## src/rtl/ifill_repack_pkg.sv

```systemverilog
package ifill_repack_pkg;

    localparam int BASE_W    = 32;
    localparam int EXT_W     = 8;
    localparam int INSTR_W   = BASE_W + EXT_W;
    localparam int BUS_W     = 64;
    localparam int PER_BEAT  = BUS_W / BASE_W;
    localparam int BLK_INSTR = BUS_W / EXT_W;
    localparam int PAIRS     = BLK_INSTR / PER_BEAT;
    localparam int PAIR_W    = $clog2(PAIRS);
    localparam int NUM_W     = $clog2(BLK_INSTR);
    localparam int SHIFT_W   = PER_BEAT * EXT_W;

    typedef struct packed {
        logic [EXT_W-1:0]  ext;
        logic [BASE_W-1:0] base;
    } instr_t;

    typedef enum logic [1:0] {
        BEAT_NONE,
        BEAT_HDR,
        BEAT_DATA
    } beat_kind_t;

    function automatic instr_t join_instr(input logic [EXT_W-1:0] e,
                                          input logic [BASE_W-1:0] b);
        instr_t r;
        r.ext  = e;
        r.base = b;
        return r;
    endfunction

    function automatic logic [NUM_W-1:0] pair_to_num(input logic [PAIR_W-1:0] p);
        return NUM_W'(p) * NUM_W'(PER_BEAT);
    endfunction

endpackage

```

## src/rtl/ifill_fill_seq.sv

```systemverilog
module ifill_fill_seq
    import ifill_repack_pkg::*;
(
    input  logic              clk,
    input  logic              rst,
    input  logic              compat_mode,
    input  logic              in_valid,
    input  logic              in_start,
    output beat_kind_t        kind,
    output logic [PAIR_W-1:0] pair_idx,
    output logic              last_pair
);

    logic              open_q;
    logic [PAIR_W-1:0] cnt_q;

    always_comb begin
        kind     = BEAT_NONE;
        pair_idx = '0;
        if (in_valid) begin
            if (in_start) begin
                kind = compat_mode ? BEAT_DATA : BEAT_HDR;
            end else if (open_q) begin
                kind     = BEAT_DATA;
                pair_idx = cnt_q;
            end
        end
        last_pair = (kind == BEAT_DATA) && (pair_idx == PAIR_W'(PAIRS - 1));
    end

    always_ff @(posedge clk) begin
        if (rst) begin
            open_q <= 1'b0;
            cnt_q  <= '0;
        end else begin
            case (kind)
                BEAT_HDR: begin
                    open_q <= 1'b1;
                    cnt_q  <= '0;
                end
                BEAT_DATA: begin
                    open_q <= !last_pair;
                    cnt_q  <= pair_idx + PAIR_W'(1);
                end
                default: begin
                    open_q <= open_q;
                    cnt_q  <= cnt_q;
                end
            endcase
        end
    end

endmodule

```

## src/rtl/ifill_ext_shifter.sv

```systemverilog
module ifill_ext_shifter
    import ifill_repack_pkg::*;
(
    input  logic                  clk,
    input  logic                  rst,
    input  beat_kind_t            kind,
    input  logic [BUS_W-1:0]      hdr_data,
    output logic [EXT_W-1:0]      ext_head [PER_BEAT]
);

    logic [BUS_W-1:0] sr_q;

    always_ff @(posedge clk) begin
        if (rst) begin
            sr_q <= '0;
        end else if (kind == BEAT_HDR) begin
            sr_q <= hdr_data;
        end else if (kind == BEAT_DATA) begin
            sr_q <= {sr_q[BUS_W-SHIFT_W-1:0], {SHIFT_W{1'b0}}};
        end
    end

    for (genvar k = 0; k < PER_BEAT; k++) begin : g_head
        assign ext_head[k] = sr_q[BUS_W-1-k*EXT_W -: EXT_W];
    end

endmodule

```

## src/rtl/ifill_pair_emit.sv

```systemverilog
module ifill_pair_emit
    import ifill_repack_pkg::*;
(
    input  logic              clk,
    input  logic              rst,
    input  logic              compat_mode,
    input  beat_kind_t        kind,
    input  logic [PAIR_W-1:0] pair_idx,
    input  logic              last_pair,
    input  logic [BUS_W-1:0]  beat_data,
    input  logic [EXT_W-1:0]  ext_head [PER_BEAT],
    output logic              out_valid,
    output logic [NUM_W-1:0]  out_num,
    output instr_t            out_lane [PER_BEAT],
    output logic              out_done
);

    instr_t lane_nxt [PER_BEAT];

    for (genvar k = 0; k < PER_BEAT; k++) begin : g_lane
        assign lane_nxt[k] = join_instr(compat_mode ? '0 : ext_head[k],
                                        beat_data[BUS_W-1-k*BASE_W -: BASE_W]);

        always_ff @(posedge clk) begin
            if (rst) begin
                out_lane[k] <= '0;
            end else if (kind == BEAT_DATA) begin
                out_lane[k] <= lane_nxt[k];
            end
        end
    end

    always_ff @(posedge clk) begin
        if (rst) begin
            out_valid <= 1'b0;
            out_done  <= 1'b0;
            out_num   <= '0;
        end else begin
            out_valid <= (kind == BEAT_DATA);
            out_done  <= last_pair;
            if (kind == BEAT_DATA) begin
                out_num <= pair_to_num(pair_idx);
            end
        end
    end

endmodule

```

## src/rtl/ifill_repack.sv

```systemverilog
module ifill_repack
    import ifill_repack_pkg::*;
(
    input  logic                 clk,
    input  logic                 rst,
    input  logic                 compat_mode,
    input  logic                 in_valid,
    input  logic                 in_start,
    input  logic [BUS_W-1:0]     in_data,
    output logic                 out_valid,
    output logic [NUM_W-1:0]     out_num,
    output logic [INSTR_W-1:0]   out_instr0,
    output logic [INSTR_W-1:0]   out_instr1,
    output logic                 out_done
);

    beat_kind_t        kind;
    logic [PAIR_W-1:0] pair_idx;
    logic              last_pair;
    logic [EXT_W-1:0]  ext_head [PER_BEAT];
    instr_t            lanes    [PER_BEAT];

    ifill_fill_seq u_seq (
        .clk         (clk),
        .rst         (rst),
        .compat_mode (compat_mode),
        .in_valid    (in_valid),
        .in_start    (in_start),
        .kind        (kind),
        .pair_idx    (pair_idx),
        .last_pair   (last_pair)
    );

    ifill_ext_shifter u_ext (
        .clk      (clk),
        .rst      (rst),
        .kind     (kind),
        .hdr_data (in_data),
        .ext_head (ext_head)
    );

    ifill_pair_emit u_emit (
        .clk         (clk),
        .rst         (rst),
        .compat_mode (compat_mode),
        .kind        (kind),
        .pair_idx    (pair_idx),
        .last_pair   (last_pair),
        .beat_data   (in_data),
        .ext_head    (ext_head),
        .out_valid   (out_valid),
        .out_num     (out_num),
        .out_lane    (lanes),
        .out_done    (out_done)
    );

    assign out_instr0 = lanes[0];
    assign out_instr1 = lanes[1];

endmodule

```

## config.mk

```make
export PLATFORM = sky130hd
export DESIGN_NAME = ifill_repack
export DESIGN_NICKNAME = d
export VERILOG_FILES = /design/src/rtl/ifill_repack_pkg.sv /design/src/rtl/ifill_fill_seq.sv /design/src/rtl/ifill_ext_shifter.sv /design/src/rtl/ifill_pair_emit.sv /design/src/rtl/ifill_repack.sv
export SDC_FILE = /design/constraint.sdc
export NUM_CORES = 1
export LEC_CHECK = 0
export BUFFER_PORTS_ARGS = -buffer_cell sky130_fd_sc_hd__buf_4
export CAP_MARGIN = 20
export CORE_MARGIN = 2
export CORE_UTILIZATION = 45
export DETAILED_ROUTE_END_ITERATION = 7
export PLACE_DENSITY_LB_ADDON = 0.3
export SLEW_MARGIN = 15
export SYNTH_ARGS = -nofsm -noshare
export SYNTH_HDL_FRONTEND = slang
export SYNTH_SLANG_ARGS = --single-unit
```

## constraint.sdc

```tcl
create_clock -name clk -period 2.4 [get_ports clk]
set_clock_uncertainty 0.2 [all_clocks]
set_input_delay 0.48 -clock clk [delete_from_list [all_inputs] [get_ports clk]]
set_output_delay 0.48 -clock clk [all_outputs]
set_load 0.01 [all_outputs]
```

==> impl_metrics.env <==
export IMPL_power_frac_clock_pct=42.7
export IMPL_grt_max_degree=112
export IMPL_clockBufferDepth=2
export IMPL_area_growth_pct=30.47
export IMPL_rsz0062_at_grt="false"
export IMPL_startpoint="u_seq.open_q"
export IMPL_final_hold_viol_count=0
export IMPL_drtIter0Drc=246
export IMPL_die_height_microns=120.8
export IMPL_fin_tns_setup_ns=0
export IMPL_hpwl_microns=10030
export IMPL_drcViolationCount=0
export IMPL_whs_ns=0.1033
export IMPL_crit_fanout=27
export IMPL_intPower_uw=4697
export IMPL_finalCritPeriodShare_pct=85.49
export IMPL_avgSynthCellArea_sq_um=10.21
export IMPL_fmax_mhz=487.4
export IMPL_status="finished clean"
export IMPL_setup_violations=0
export IMPL_antenna_found_initial=0
export IMPL_max_slew_margin_pct=66.54
export IMPL_mostFrequentLayoutCells="160 x buf_4, 151 x dfxtp_1, 112 x mux2i_1"
export IMPL_r2r_start="u_seq.open_q"
export IMPL_crit_arrival_ns=2.20
export IMPL_vias=4706
export IMPL_cp_start_kind="register"
export IMPL_period_needed_ns=2.052
export IMPL_switching_power_uw=1466
export IMPL_final_max_slew_violation_count=0
export IMPL_cts_tree="done"
export IMPL_grt_ovfl_total=0
export IMPL_r2r_end="u_ext.sr_q[8]"
export IMPL_reg2reg_depth=7
export IMPL_critPathMaxStageDelay_ns=0.34
export IMPL_rows=42
export IMPL_r2r_slack_ns=0.35
export IMPL_htreeDepth=4
export IMPL_diodes=0
export IMPL_syn_nets=675
export IMPL_min_to="u_emit.out_lane[58]"
export IMPL_vias_per_cell=5.093
export IMPL_grt_usage_pct=19.72
export IMPL_clock_root_buffer="clkbuf_16"
export IMPL_portBuffers=152
export IMPL_p_seq_share_pct=44.4
export IMPL_ys_seq_elements=151
export IMPL_final_common_cell="buf_4"
export IMPL_clkTransAtPathRegs_ns=0.06
export IMPL_critPathKind="register to register"
export IMPL_wl_per_cell_microns=15.51
export IMPL_syn_instance_count=601
export IMPL_hold_path_class="input pin to register"
export IMPL_dieArea_sq_um=14580
export IMPL_gp_congestion=0.8104
export IMPL_min_path_cells=3
export IMPL_grt_pass1_vias=4469
export IMPL_cts_sinks=151
export IMPL_end_kind="register"
export IMPL_worstMarginPinSlew_ns=0.5020
export IMPL_ios=154
export IMPL_core_area_sq_um=13300
export IMPL_grt_met1_usage_pct=25.25
export IMPL_path_cells="mux2_2, and2_1, ha_4, buf_4, buf_4, nand2_1, a21oi_1"
export IMPL_nets=809
export IMPL_power_leakage_uw=0.003094
export IMPL_p_total_uw=6163
export IMPL_crit_top_cell="buf_4"
export IMPL_comb_power_share_pct=12.9
export IMPL_yosysSeqAreaShare_pct=49.28
export IMPL_antenna_left=0
export IMPL_post_cts_resized=0
export IMPL_ys_warn_count=0
export IMPL_drive_gt1_share_pct=26.87
export IMPL_wl_microns=14330
export IMPL_p_per_area_nw_per_um2=770.0
export IMPL_cpMaxStageDelayCell="dfxtp_1"
export IMPL_required_ns=2.55
export IMPL_met3_usage_pct=4.811
export IMPL_grt_pass1_wl_microns=22580
export IMPL_min_from="in_data[50]"
export IMPL_clock_latency_ns=0.42
export IMPL_busiest_layer="met2"
export IMPL_final_core_util_pct=60.20
export IMPL_ys_types=26
export IMPL_synthesis_area_sq_um=6135
export IMPL_maxCapViolations=0
export IMPL_ctsHoldBuffers=0
export IMPL_post_cts_buffers=0
export IMPL_met2_usage_pct=32.27
export IMPL_cts_made_buffers=17
export IMPL_initial_core_util_pct=46.14
export IMPL_n_fill_cell=1105
export IMPL_switching_share_pct=23.78
export IMPL_ir_drop_mv=0.5081
export IMPL_first_pass_iters=4
export IMPL_die_w_microns=120.8
==> stage by stage <==
stage                     setup slack (ns)  cells  area [sq um]
final                               0.3483    924          8004
after global routing                0.2385    924          8004
after CTS                           0.3479    924          8004
after detailed placement           0.06635    892          7416
after global placement              0.1421    892          7416
after floorplan                     0.2237    601          6135
==> worst max-delay path, delay by kind of cell, from the launching register on <==
kind / cells / cell delay, ns
buffers and inverters: 2 / 0.42
flip-flops: 1 / 0.34
adder cells (fa/ha/maj): 1 / 0.34
multiplexers: 1 / 0.28
AND/OR/NAND/NOR: 2 / 0.26
AO/OA/AOI/OAI: 1 / 0.12
==> power by group through the flow <==
| stage | sequential [uW] | clock (uW) | combinational [uW] |
|---|---|---|---|
| 2_1_floorplan | 2790 | 0 | 468 |
| 6_report | 2740 | 2630 | 796 |
| 5_1_grt | 2750 | 2780 | 868 |
| 3_5_place_dp | 2790 | 0 | 793 |
| 4_1_cts | 2740 | 2670 | 801 |
| 3_3_place_gp | 2790 | 0 | 775 |
==> metal layers <==
layer | vias to the layer above | part of all wire (%) | routed length [microns]
li1 | 2354 | - | -
met1 | 2201 | 45 | 6441
met2 | 129 | 48 | 6905
met3 | 22 | 5.2 | 751
met4 | 0 | 1.6 | 234
met5 | - | 0 | 0
==> synth_stat cells <==
cell type / n / area (sq um)
nand2_1: 20 / 75.07
a31o_2: 2 / 17.52
a311oi_1: 1 / 8.760
buf_2: 16 / 80.08
nor2_1: 65 / 244.0
buf_4: 11 / 82.58
and4b_1: 2 / 20.02
a211oi_1: 48 / 360.4
conb_1: 1 / 3.750
ha_1: 5 / 62.56
buf_1: 1 / 3.750
dfxtp_1: 151 / 3023
o22ai_1: 1 / 6.260
a21oi_1: 33 / 165.2
mux2_2: 1 / 11.26
clkbuf_1: 21 / 78.83
and2_1: 2 / 12.51
nor2b_1: 50 / 312.8
mux2i_1: 112 / 1121
buf_12: 3 / 60.06
or2_2: 1 / 6.260
nand3b_1: 33 / 247.7
nor3b_1: 2 / 15.01
nand2b_1: 16 / 100.1
inv_1: 2 / 7.510
or3b_1: 1 / 8.760
==> registers in the layout, summed over array words and instances, names as in the netlist <==
name,cells
u_emit.out_valid,1
u_emit.out_lane,80
u_ext.sr_q,64
u_seq.cnt_q,2
u_emit.out_num,2
u_emit.out_done,1
u_seq.open_q,1
==> worst max path at each step <==
stage	end	slack (ns)	cells after the start
floorplan	u_seq.cnt_q[0]	0.22	6
global placement	u_ext.sr_q[10]	0.14	8
detailed placement	u_ext.sr_q[8]	0.07	8
CTS	u_ext.sr_q[38]	0.35	6
global route	u_ext.sr_q[9]	0.24	7
finish	u_ext.sr_q[8]	0.35	7
==> cell families (layout without fill, tap and decap cells) <==
family | after synthesis | count (layout) | share of synthesized area (%)
simple gates | 192 | 192 | 16.99
compound gates | 85 | 85 | 9.097
other cells | 1 | 1 | 0.06113
flops | 151 | 151 | 49.28
mux | 113 | 113 | 18.46
fa+ha+maj | 5 | 5 | 1.020
buf+inv | 54 | 201 | 5.099
==> area by class of cell <==
type / count / area, sq um / share of cell area [%]
clock buffer: 25 / 495.5 / 6.190
clock inverter: 7 / 92.59 / 1.157
inverter: 2 / 7.507 / 0.09379
multi-input combinational: 396 / 2824 / 35.28
sequential: 151 / 3023 / 37.77
tap: 176 / 220.2 / 2.751
timing repair buffer: 167 / 1341 / 16.76
No activity file was read; power rests on OpenSTA's default activity.
